[config.mk]
export PLATFORM = sky130hd
export DESIGN_NAME = i2c_tgt_evmon
export DESIGN_NICKNAME = d
export VERILOG_FILES = /design/src/rtl/i2cmon_pkg.sv /design/src/rtl/i2cmon_sync.sv /design/src/rtl/i2cmon_cond.sv /design/src/rtl/i2cmon_proto.sv /design/src/rtl/i2cmon_cause.sv /design/src/rtl/i2c_tgt_evmon.sv
export SDC_FILE = /design/constraint.sdc
export NUM_CORES = 1
export LEC_CHECK = 0
export CAP_MARGIN = 30
export CORE_AREA = 2 2 62 64
export DETAILED_ROUTE_END_ITERATION = 10
export DIE_AREA = 0 0 64 66
export DONT_BUFFER_PORTS = 1
export HOLD_SLACK_MARGIN = 0.1
export SLEW_MARGIN = 40
export SYNTH_ARGS = -nofsm -noshare
export SYNTH_HDL_FRONTEND = slang
export SYNTH_SLANG_ARGS = --single-unit
[constraint.sdc]
create_clock -name clk_i -period 2.2 [get_ports clk_i]
set_input_delay 0.22 -clock clk_i [delete_from_list [all_inputs] [get_ports clk_i]]
set_output_delay 0.22 -clock clk_i [all_outputs]
set_load 0.01 [all_outputs]
[src/rtl/i2cmon_pkg.sv]
package i2cmon_pkg;
  localparam int ADDR_W  = 7;
  localparam int BYTE_W  = ADDR_W + 1;
  localparam int CNT_W   = $clog2(BYTE_W + 1);
  localparam int CAUSE_W = 12;
  localparam int SYNC_N  = 2;

  // cause bit positions (software decodes these)
  localparam int C_ARB   = 0;
  localparam int C_NACK  = 1;
  localparam int C_ACK   = 2;
  localparam int C_WSTOP = 3;
  localparam int C_STOP  = 4;
  localparam int C_START = 5;
  localparam int C_AMTCH = 6;
  localparam int C_GCALL = 7;
  localparam int C_BERR  = 8;
  localparam logic [CAUSE_W-1:0] LIVE_MASK = CAUSE_W'((1 << (C_BERR + 1)) - 1);

  localparam logic [CNT_W-1:0] CNT_LAST = CNT_W'(BYTE_W - 1);
  localparam logic [CNT_W-1:0] CNT_ACK  = CNT_W'(BYTE_W);

  typedef enum logic [2:0] {
    PH_IDLE, PH_ADDR, PH_RX, PH_TX, PH_HOLD, PH_SKIP
  } phase_t;

  function automatic logic own_hit(input logic [BYTE_W-1:0] b, input logic [ADDR_W-1:0] own);
    return b[BYTE_W-1:1] == own;
  endfunction

  function automatic logic gcall_hit(input logic [BYTE_W-1:0] b);
    return b == '0;
  endfunction

  // conditions are legal only before the second SCL rise of a byte
  function automatic logic in_err_window(input logic [CNT_W-1:0] c);
    return (c >= CNT_W'(2)) && (c <= CNT_ACK);
  endfunction

  function automatic logic is_tracked(input phase_t p);
    return (p == PH_ADDR) || (p == PH_RX) || (p == PH_TX) || (p == PH_HOLD);
  endfunction
endpackage

[src/rtl/i2cmon_sync.sv]
module i2cmon_sync #(
  parameter int W      = 3,
  parameter int STAGES = 2
) (
  input  logic         clk_i,
  input  logic         rst_ni,
  input  logic [W-1:0] d_i,
  output logic [W-1:0] q_o
);
  for (genvar b = 0; b < W; b++) begin : g_bit
    logic [STAGES-1:0] chain;
    always_ff @(posedge clk_i or negedge rst_ni) begin
      if (!rst_ni) chain <= '1;
      else         chain <= {chain[STAGES-2:0], d_i[b]};
    end
    assign q_o[b] = chain[STAGES-1];
  end
endmodule

[src/rtl/i2cmon_cond.sv]
module i2cmon_cond (
  input  logic clk_i,
  input  logic rst_ni,
  input  logic scl_s_i,
  input  logic sda_s_i,
  output logic start_o,
  output logic stop_o,
  output logic rise_o
);
  logic scl_p, sda_p;

  always_ff @(posedge clk_i or negedge rst_ni) begin
    if (!rst_ni) begin
      scl_p <= 1'b1;
      sda_p <= 1'b1;
    end else begin
      scl_p <= scl_s_i;
      sda_p <= sda_s_i;
    end
  end

  logic scl_steady_hi;
  assign scl_steady_hi = scl_s_i & scl_p;
  assign start_o = scl_steady_hi & sda_p & ~sda_s_i;
  assign stop_o  = scl_steady_hi & ~sda_p & sda_s_i;
  assign rise_o  = scl_s_i & ~scl_p;
endmodule

[src/rtl/i2cmon_proto.sv]
module i2cmon_proto
  import i2cmon_pkg::*;
(
  input  logic               clk_i,
  input  logic               rst_ni,
  input  logic               start_i,
  input  logic               stop_i,
  input  logic               rise_i,
  input  logic               scl_s_i,
  input  logic               sda_s_i,
  input  logic               drv_s_i,
  input  logic [ADDR_W-1:0]  own_i,
  output logic [CAUSE_W-1:0] set_o,
  output logic               abort_o
);
  phase_t             phase_q;
  logic [CNT_W-1:0]   cnt_q;
  logic [BYTE_W-1:0]  shreg_q;
  logic               matched_q, gcall_q, rd_q;

  // named internal events
  logic              cond_ev, err_hit, arb_hit, addr_done, ack_slot, stop_qual;
  logic [BYTE_W-1:0] byte_in;
  phase_t            after_addr;

  assign cond_ev   = start_i | stop_i;
  assign err_hit   = cond_ev & is_tracked(phase_q) & in_err_window(cnt_q);
  assign arb_hit   = ~cond_ev & ~rise_i & (phase_q == PH_TX) & scl_s_i &
                     (cnt_q != '0) & (drv_s_i != sda_s_i);
  assign byte_in   = {shreg_q[BYTE_W-2:0], sda_s_i};
  assign addr_done = rise_i & (phase_q == PH_ADDR) & (cnt_q == CNT_LAST);
  assign ack_slot  = rise_i & is_tracked(phase_q) & (cnt_q == CNT_ACK);
  assign stop_qual = cond_ev & matched_q & ~err_hit;

  always_comb begin
    if (matched_q)    after_addr = rd_q ? PH_TX : PH_RX;
    else if (gcall_q) after_addr = PH_RX;
    else              after_addr = PH_SKIP;
  end

  always_comb begin
    set_o          = '0;
    set_o[C_START] = start_i;
    set_o[C_STOP]  = stop_qual;
    set_o[C_WSTOP] = stop_qual & ~rd_q;
    set_o[C_AMTCH] = addr_done & own_hit(byte_in, own_i);
    set_o[C_GCALL] = addr_done & gcall_hit(byte_in);
    set_o[C_ACK]   = ack_slot & (phase_q == PH_TX) & ~sda_s_i;
    set_o[C_NACK]  = ack_slot & (phase_q == PH_TX) & sda_s_i;
    set_o[C_ARB]   = arb_hit;
    set_o[C_BERR]  = err_hit;
  end

  always_ff @(posedge clk_i or negedge rst_ni) begin
    if (!rst_ni) begin
      phase_q   <= PH_IDLE;
      cnt_q     <= '0;
      shreg_q   <= '0;
      matched_q <= 1'b0;
      gcall_q   <= 1'b0;
      rd_q      <= 1'b0;
      abort_o   <= 1'b0;
    end else begin
      abort_o <= arb_hit | err_hit;
      if (cond_ev) begin
        phase_q   <= start_i ? PH_ADDR : PH_IDLE;
        cnt_q     <= '0;
        matched_q <= 1'b0;
        gcall_q   <= 1'b0;
        rd_q      <= 1'b0;
      end else if (arb_hit) begin
        phase_q   <= PH_SKIP;
        matched_q <= 1'b0;
      end else if (rise_i && is_tracked(phase_q)) begin
        if (cnt_q == CNT_ACK) begin
          cnt_q <= '0;
          if (phase_q == PH_ADDR)     phase_q <= after_addr;
          else if (phase_q == PH_TX)  phase_q <= sda_s_i ? PH_HOLD : PH_TX;
        end else begin
          cnt_q   <= cnt_q + CNT_W'(1);
          shreg_q <= byte_in;
          if (addr_done) begin
            matched_q <= own_hit(byte_in, own_i);
            gcall_q   <= gcall_hit(byte_in);
            rd_q      <= byte_in[0];
          end
        end
      end
    end
  end

  assert_cnt_range_R7: assert property (@(posedge clk_i) disable iff (!rst_ni)
    cnt_q <= CNT_ACK);
  assert_match_kept_R3: assert property (@(posedge clk_i) disable iff (!rst_ni)
    set_o[C_AMTCH] |=> matched_q);
  assert_nack_ends_tx_R5: assert property (@(posedge clk_i) disable iff (!rst_ni)
    set_o[C_NACK] |=> (phase_q == PH_HOLD));
  assert_arb_abort_R6: assert property (@(posedge clk_i) disable iff (!rst_ni)
    arb_hit |=> (abort_o && phase_q == PH_SKIP && !matched_q));
  assert_berr_abort_R7: assert property (@(posedge clk_i) disable iff (!rst_ni)
    err_hit |=> abort_o);
  assert_berr_nostop_R7: assert property (@(posedge clk_i) disable iff (!rst_ni)
    set_o[C_BERR] |-> !set_o[C_STOP]);
endmodule

[src/rtl/i2cmon_cause.sv]
module i2cmon_cause
  import i2cmon_pkg::*;
(
  input  logic               clk_i,
  input  logic               rst_ni,
  input  logic [CAUSE_W-1:0] set_i,
  input  logic               clr_wr_i,
  input  logic [CAUSE_W-1:0] clr_data_i,
  input  logic [CAUSE_W-1:0] mask_i,
  output logic [CAUSE_W-1:0] cause_o,
  output logic               irq_o
);
  logic [CAUSE_W-1:0] cause_q, clr_vec, cause_d;

  assign clr_vec = clr_wr_i ? clr_data_i : '0;
  assign cause_d = ((cause_q & ~clr_vec) | set_i) & LIVE_MASK;

  always_ff @(posedge clk_i or negedge rst_ni) begin
    if (!rst_ni) cause_q <= '0;
    else         cause_q <= cause_d;
  end

  assign cause_o = cause_q;
  assign irq_o   = |(cause_q & mask_i);

  assert_event_wins_R8: assert property (@(posedge clk_i) disable iff (!rst_ni)
    (|(set_i & LIVE_MASK)) |=> ((cause_q & $past(set_i & LIVE_MASK)) == $past(set_i & LIVE_MASK)));
  assert_w1c_R8: assert property (@(posedge clk_i) disable iff (!rst_ni)
    clr_wr_i |=> ((cause_q & $past(clr_data_i & ~set_i)) == '0));
endmodule

[src/rtl/i2c_tgt_evmon.sv]
module i2c_tgt_evmon
  import i2cmon_pkg::*;
(
  input  logic               clk_i,
  input  logic               rst_ni,
  input  logic               scl_i,
  input  logic               sda_i,
  input  logic               sda_drv_i,
  input  logic [ADDR_W-1:0]  own_addr_i,
  input  logic [CAUSE_W-1:0] irq_mask_i,
  input  logic               clr_wr_i,
  input  logic [CAUSE_W-1:0] clr_data_i,
  output logic [CAUSE_W-1:0] cause_o,
  output logic               irq_o,
  output logic               abort_o
);
  logic [2:0]         synced;
  logic               scl_s, sda_s, drv_s;
  logic               start_ev, stop_ev, rise_ev;
  logic [CAUSE_W-1:0] set_vec;

  // drive level travels through the same stages so it lines up with the bus
  i2cmon_sync #(.W(3), .STAGES(SYNC_N)) u_sync (
    .clk_i (clk_i),
    .rst_ni(rst_ni),
    .d_i   ({sda_drv_i, sda_i, scl_i}),
    .q_o   (synced)
  );
  assign {drv_s, sda_s, scl_s} = synced;

  i2cmon_cond u_cond (
    .clk_i  (clk_i),
    .rst_ni (rst_ni),
    .scl_s_i(scl_s),
    .sda_s_i(sda_s),
    .start_o(start_ev),
    .stop_o (stop_ev),
    .rise_o (rise_ev)
  );

  i2cmon_proto u_proto (
    .clk_i  (clk_i),
    .rst_ni (rst_ni),
    .start_i(start_ev),
    .stop_i (stop_ev),
    .rise_i (rise_ev),
    .scl_s_i(scl_s),
    .sda_s_i(sda_s),
    .drv_s_i(drv_s),
    .own_i  (own_addr_i),
    .set_o  (set_vec),
    .abort_o(abort_o)
  );

  i2cmon_cause u_cause (
    .clk_i     (clk_i),
    .rst_ni    (rst_ni),
    .set_i     (set_vec),
    .clr_wr_i  (clr_wr_i),
    .clr_data_i(clr_data_i),
    .mask_i    (irq_mask_i),
    .cause_o   (cause_o),
    .irq_o     (irq_o)
  );

  assert_start_seen_R2: assert property (@(posedge clk_i) disable iff (!rst_ni)
    start_ev |=> cause_o[C_START]);
  assert_abort_pulse_R6: assert property (@(posedge clk_i) disable iff (!rst_ni)
    abort_o |-> (cause_o[C_ARB] || cause_o[C_BERR] || $past(clr_wr_i)));
endmodule

==> flow_summary_export.csv <==
group,metric,value,unit
drt,drcViolationCount,0,
grt,grt.overflow.total,0,
layout,drive_gt1_share,17.0,%
setup_path,worstSetupEndpointType,"register",
sta,fin_worst_skew,0.0124,ns
layout,fin_nets,226,
grt,grt_max_degree,36,
setup_path,timing.rr.start,"u_sync.g_bit[0].chain[1]",
setup_path,critPathMaxFanout,9,
worst_hold_path,worstHoldStart,"own_addr_i[0]",
cts,insertion_delay,0.34,ns
worst_hold_path,hp-class,"input port to register",
cts,clock-sinks,35,
yosys,yosysWarnings,0,
yosys,synthArstFlopShare,100,%
placed_design,numPortBuffers,0,
flow_run,maxCapViolCount,0,
pwr,seq_power_share,48.4,%
setup_path,rrSetupSlack,0.39,ns
layout,antennaDiodeCount,0,
floorplan,rows,22,
placed_design,detailed_place_hpwl,2.58,mm
drt,vias,1372,
pwr,leakage,0.879,nW
yosys,ys_seq_elements,35,
yosys,synth_cells,168,
cts,clockBufferDepth,2,
drt,vias_per_cell,5.81,
grt,antenna_found_initial,0,
sta,finalCriticalPeriod,1.81,ns
setup_path,crit_chain,"nor2b_1 > nand4_2 > mux2_2 > nor2_2",
setup_path,slowest_delay,0.57,ns
sta,rsz0062_at_grt,"false",
drt,dr.pass1.iters,4,
cts,cts_resized,0,
grt,groute.usage.overall,19.3,%
pwr,p_comb_share,31.0,%
placed_design,dpl_cell_area,1760,µm²
drt,wl_per_cell,15.7,µm
grt,grt_pass1_vias,1441,
pwr,p_sw_share,35.4,%
cts,numCtsBuffers,5,
floorplan,dieArea,4220,µm²
floorplan,initial_core_util,48.8,%
pwr,p_sw,686,µW
setup_path,critPathSlowestCell,"dfstp_2",
pwr,p_int,1.25,mW
yosys,yosysSeqAreaShare,51.1,%
drt,wirelength,3.70,mm
cts,path_clk_slew,0.10,ns
sta,setup_viol,0,
cts,cts_tree,"done",
yosys,synth_top_area_share,39.0,%
cts,root_buffer,"clkbuf_4",
floorplan,core,3550,µm²
cts,htreeDepth,2,
layout,fillers,300,
sta,fin_crit_sh,82.3,%
sta,slew_viol_final,0,
yosys,yosysTopAreaCell,"dfrtp_1",
grt,grt_pass1_wl,6.11,mm
setup_path,reg2reg_depth,4,
status,status,"finished, final reports clean",
drt,drt_iter0_markers,54,
floorplan,io_pins,51,
floorplan,die_h,66,µm
sta,max_freq,552,MHz
pwr,ir_drop,0.538,mV
setup_path,start_kind,"register",
setup_path,crit_type,"register to register",
setup_path,crit_path_start,"u_sync.g_bit[0].chain[1]",
yosys,synth-edff-count,0,
setup_path,cp_data_required_time,2.48,ns
placed_design,gp_congestion,0.858,
layout,stdcell_area,2000,µm²
pwr,p_clk_share,20.6,%
layout,area_growth,15.3,%
drt,ant_nets,0,
floorplan,die_w,64,µm
worst_hold_path,holdPathStages,4,
yosys,synth_area_leaders,"dfrtp_1 39%, dfstp_2 12%, nand2_1 6.5%, mux2_2 4.5%, xor2_1 3.5%",
sta,finalSetupTns,0,ns
yosys,synthesis.area,1730,µm²
yosys,syn_area_per_cell,10.3,µm²
yosys,synth.distinct_cells,47,
sta,finalHoldViolCount,0,
setup_path,cp.arrival,2.09,ns
yosys,synthFlopType,"dfrtp_1",
pwr,power_density,969,nW/µm²
-- cell usage after synthesis, drive strengths merged, types with 2 or more instances --
| master | n |
|---|---|
| a21oi | 5 |
| mux2 | 7 |
| dfrtp | 27 |
| a21boi | 2 |
| nor4 | 3 |
| nand2 | 30 |
| xor2 | 7 |
| nor3b | 2 |
| dfstp | 8 |
| or2 | 2 |
| o31ai | 2 |
| mux2i | 2 |
| nor2 | 8 |
| buf | 5 |
| ha | 2 |
| a31oi | 5 |
| nand3 | 7 |
| nor2b | 4 |
| nand4 | 3 |
| o21ai | 9 |
| inv | 4 |
| a32o | 2 |
| and4 | 2 |
| or3 | 2 |
| xnor2 | 2 |
| and3 | 2 |
-- power groups by stage --
stage | logic, mW | clock network (mW) | registers [mW]
3_5_place_dp | 0.559 | 0 | 0.948
6_report | 0.600 | 0.399 | 0.939
2_1_floorplan | 0.487 | 0 | 0.902
5_1_grt | 0.676 | 0.448 | 0.961
4_1_cts | 0.599 | 0.414 | 0.936
3_3_place_gp | 0.542 | 0 | 0.937
-- cells by family (layout without fill, tap and decap cells) --
logic type	count (synthesis)	in the layout	synth area share (%)
multiplexers	9	9	5.70
adder cells (fa/ha/maj)	2	2	1.44
XOR/XNOR	9	9	4.55
AND/OR/NAND/NOR	67	67	19.8
other	1	3	0.216
buffers and inverters	10	28	3.46
flip-flops	35	35	51.1
AO/OA/AOI/OAI	35	35	13.7
-- cell usage in the layout, fill, tap and decap left out, drive strengths merged, types with 2 or more instances in the layout --
master,count
a32o,2
or2,2
xnor2,2
o31ai,2
xor2,7
mux2i,2
dfstp,8
clkbuf,7
nor2b,4
dlygate4sd3,15
nand4,3
nand2,30
nand3,7
or3,2
and3,2
and4,2
mux2,7
conb,3
o21ai,9
dfrtp,27
nor4,3
ha,2
nor2,8
a21oi,5
inv,4
a31oi,5
nor3b,2
a21boi,2
-- cell type report --
type / count / area [µm²] / area share (%)
clock inverter: 1 / 7.51 / 0.375
multi-input combinational: 125 / 796 / 39.8
tap: 48 / 60.1 / 3.00
sequential: 35 / 886 / 44.3
clock buffer: 7 / 65.1 / 3.25
inverter: 4 / 15.0 / 0.751
timing repair buffer: 16 / 170 / 8.51
-- flip-flops by register name (all words and copies together) (netlist names) --
| signal | flops |
|---|---|
| u_proto.rd_q | 1 |
| u_proto.cnt_q | 4 |
| u_cond.sda_p | 1 |
| u_proto.matched_q | 1 |
| u_proto.abort_o | 1 |
| u_proto.phase_q | 3 |
| u_sync.g_bit.chain | 6 |
| u_proto.gcall_q | 1 |
| u_cause.cause_o | 9 |
| u_cond.scl_p | 1 |
| u_proto.shreg_q | 7 |
-- routing by layer --
| metal | part of all wire [%] | vias to the layer above | track usage, % | wire length (µm) |
|---|---|---|---|---|
| met5 | 0 | - | 0 | 0 |
| met4 | 2.5 | 0 | 9.51 | 93 |
| met3 | 7.6 | 9 | 4.94 | 282 |
| met2 | 48 | 63 | 34.4 | 1790 |
| met1 | 42 | 661 | 21.3 | 1540 |
| li1 | - | 639 | - | - |
-- critical path: cells and delay by family, from the launching register on --
family           cells  cell delay [ns]
multiplexers         1             0.38
AND/OR/NAND/NOR      3             0.80
flip-flops           1             0.57
-- path summary, 6_finish.rpt --
kind                                       endpoint
max                                u_proto.cnt_q[0]
min                              u_cause.cause_o[6]
max reg2reg                        u_proto.cnt_q[0]
min reg2reg                u_sync.g_bit[2].chain[1]
max in group asynchronous              u_cond.scl_p
min in group asynchronous        u_proto.phase_q[1]
-- stage by stage --
| step | worst slack [ns] | hold WS, ns | util (%) | power, mW | cells |
|---|---|---|---|---|---|
| after floorplan | 0.689 | -0.0756 | - | 1.39 | 170 |
| after global placement | 0.475 | -0.0744 | 49.5 | 1.48 | 212 |
| after detailed placement | 0.407 | -0.0747 | 49.5 | 1.51 | 212 |
| after CTS | 0.387 | 0.260 | 56.3 | 1.95 | 236 |
| after global routing | 0.214 | 0.316 | 56.3 | 2.09 | 236 |
| final | 0.390 | 0.285 | 56.3 | 1.94 | 236 |
-- timing repair --
item                      4_1_cts  5_1_grt
setup buffers                   0        0
hold endpoints to repair       47        0
hold buffers                   16        0
Power figures use the tool's default switching activity.
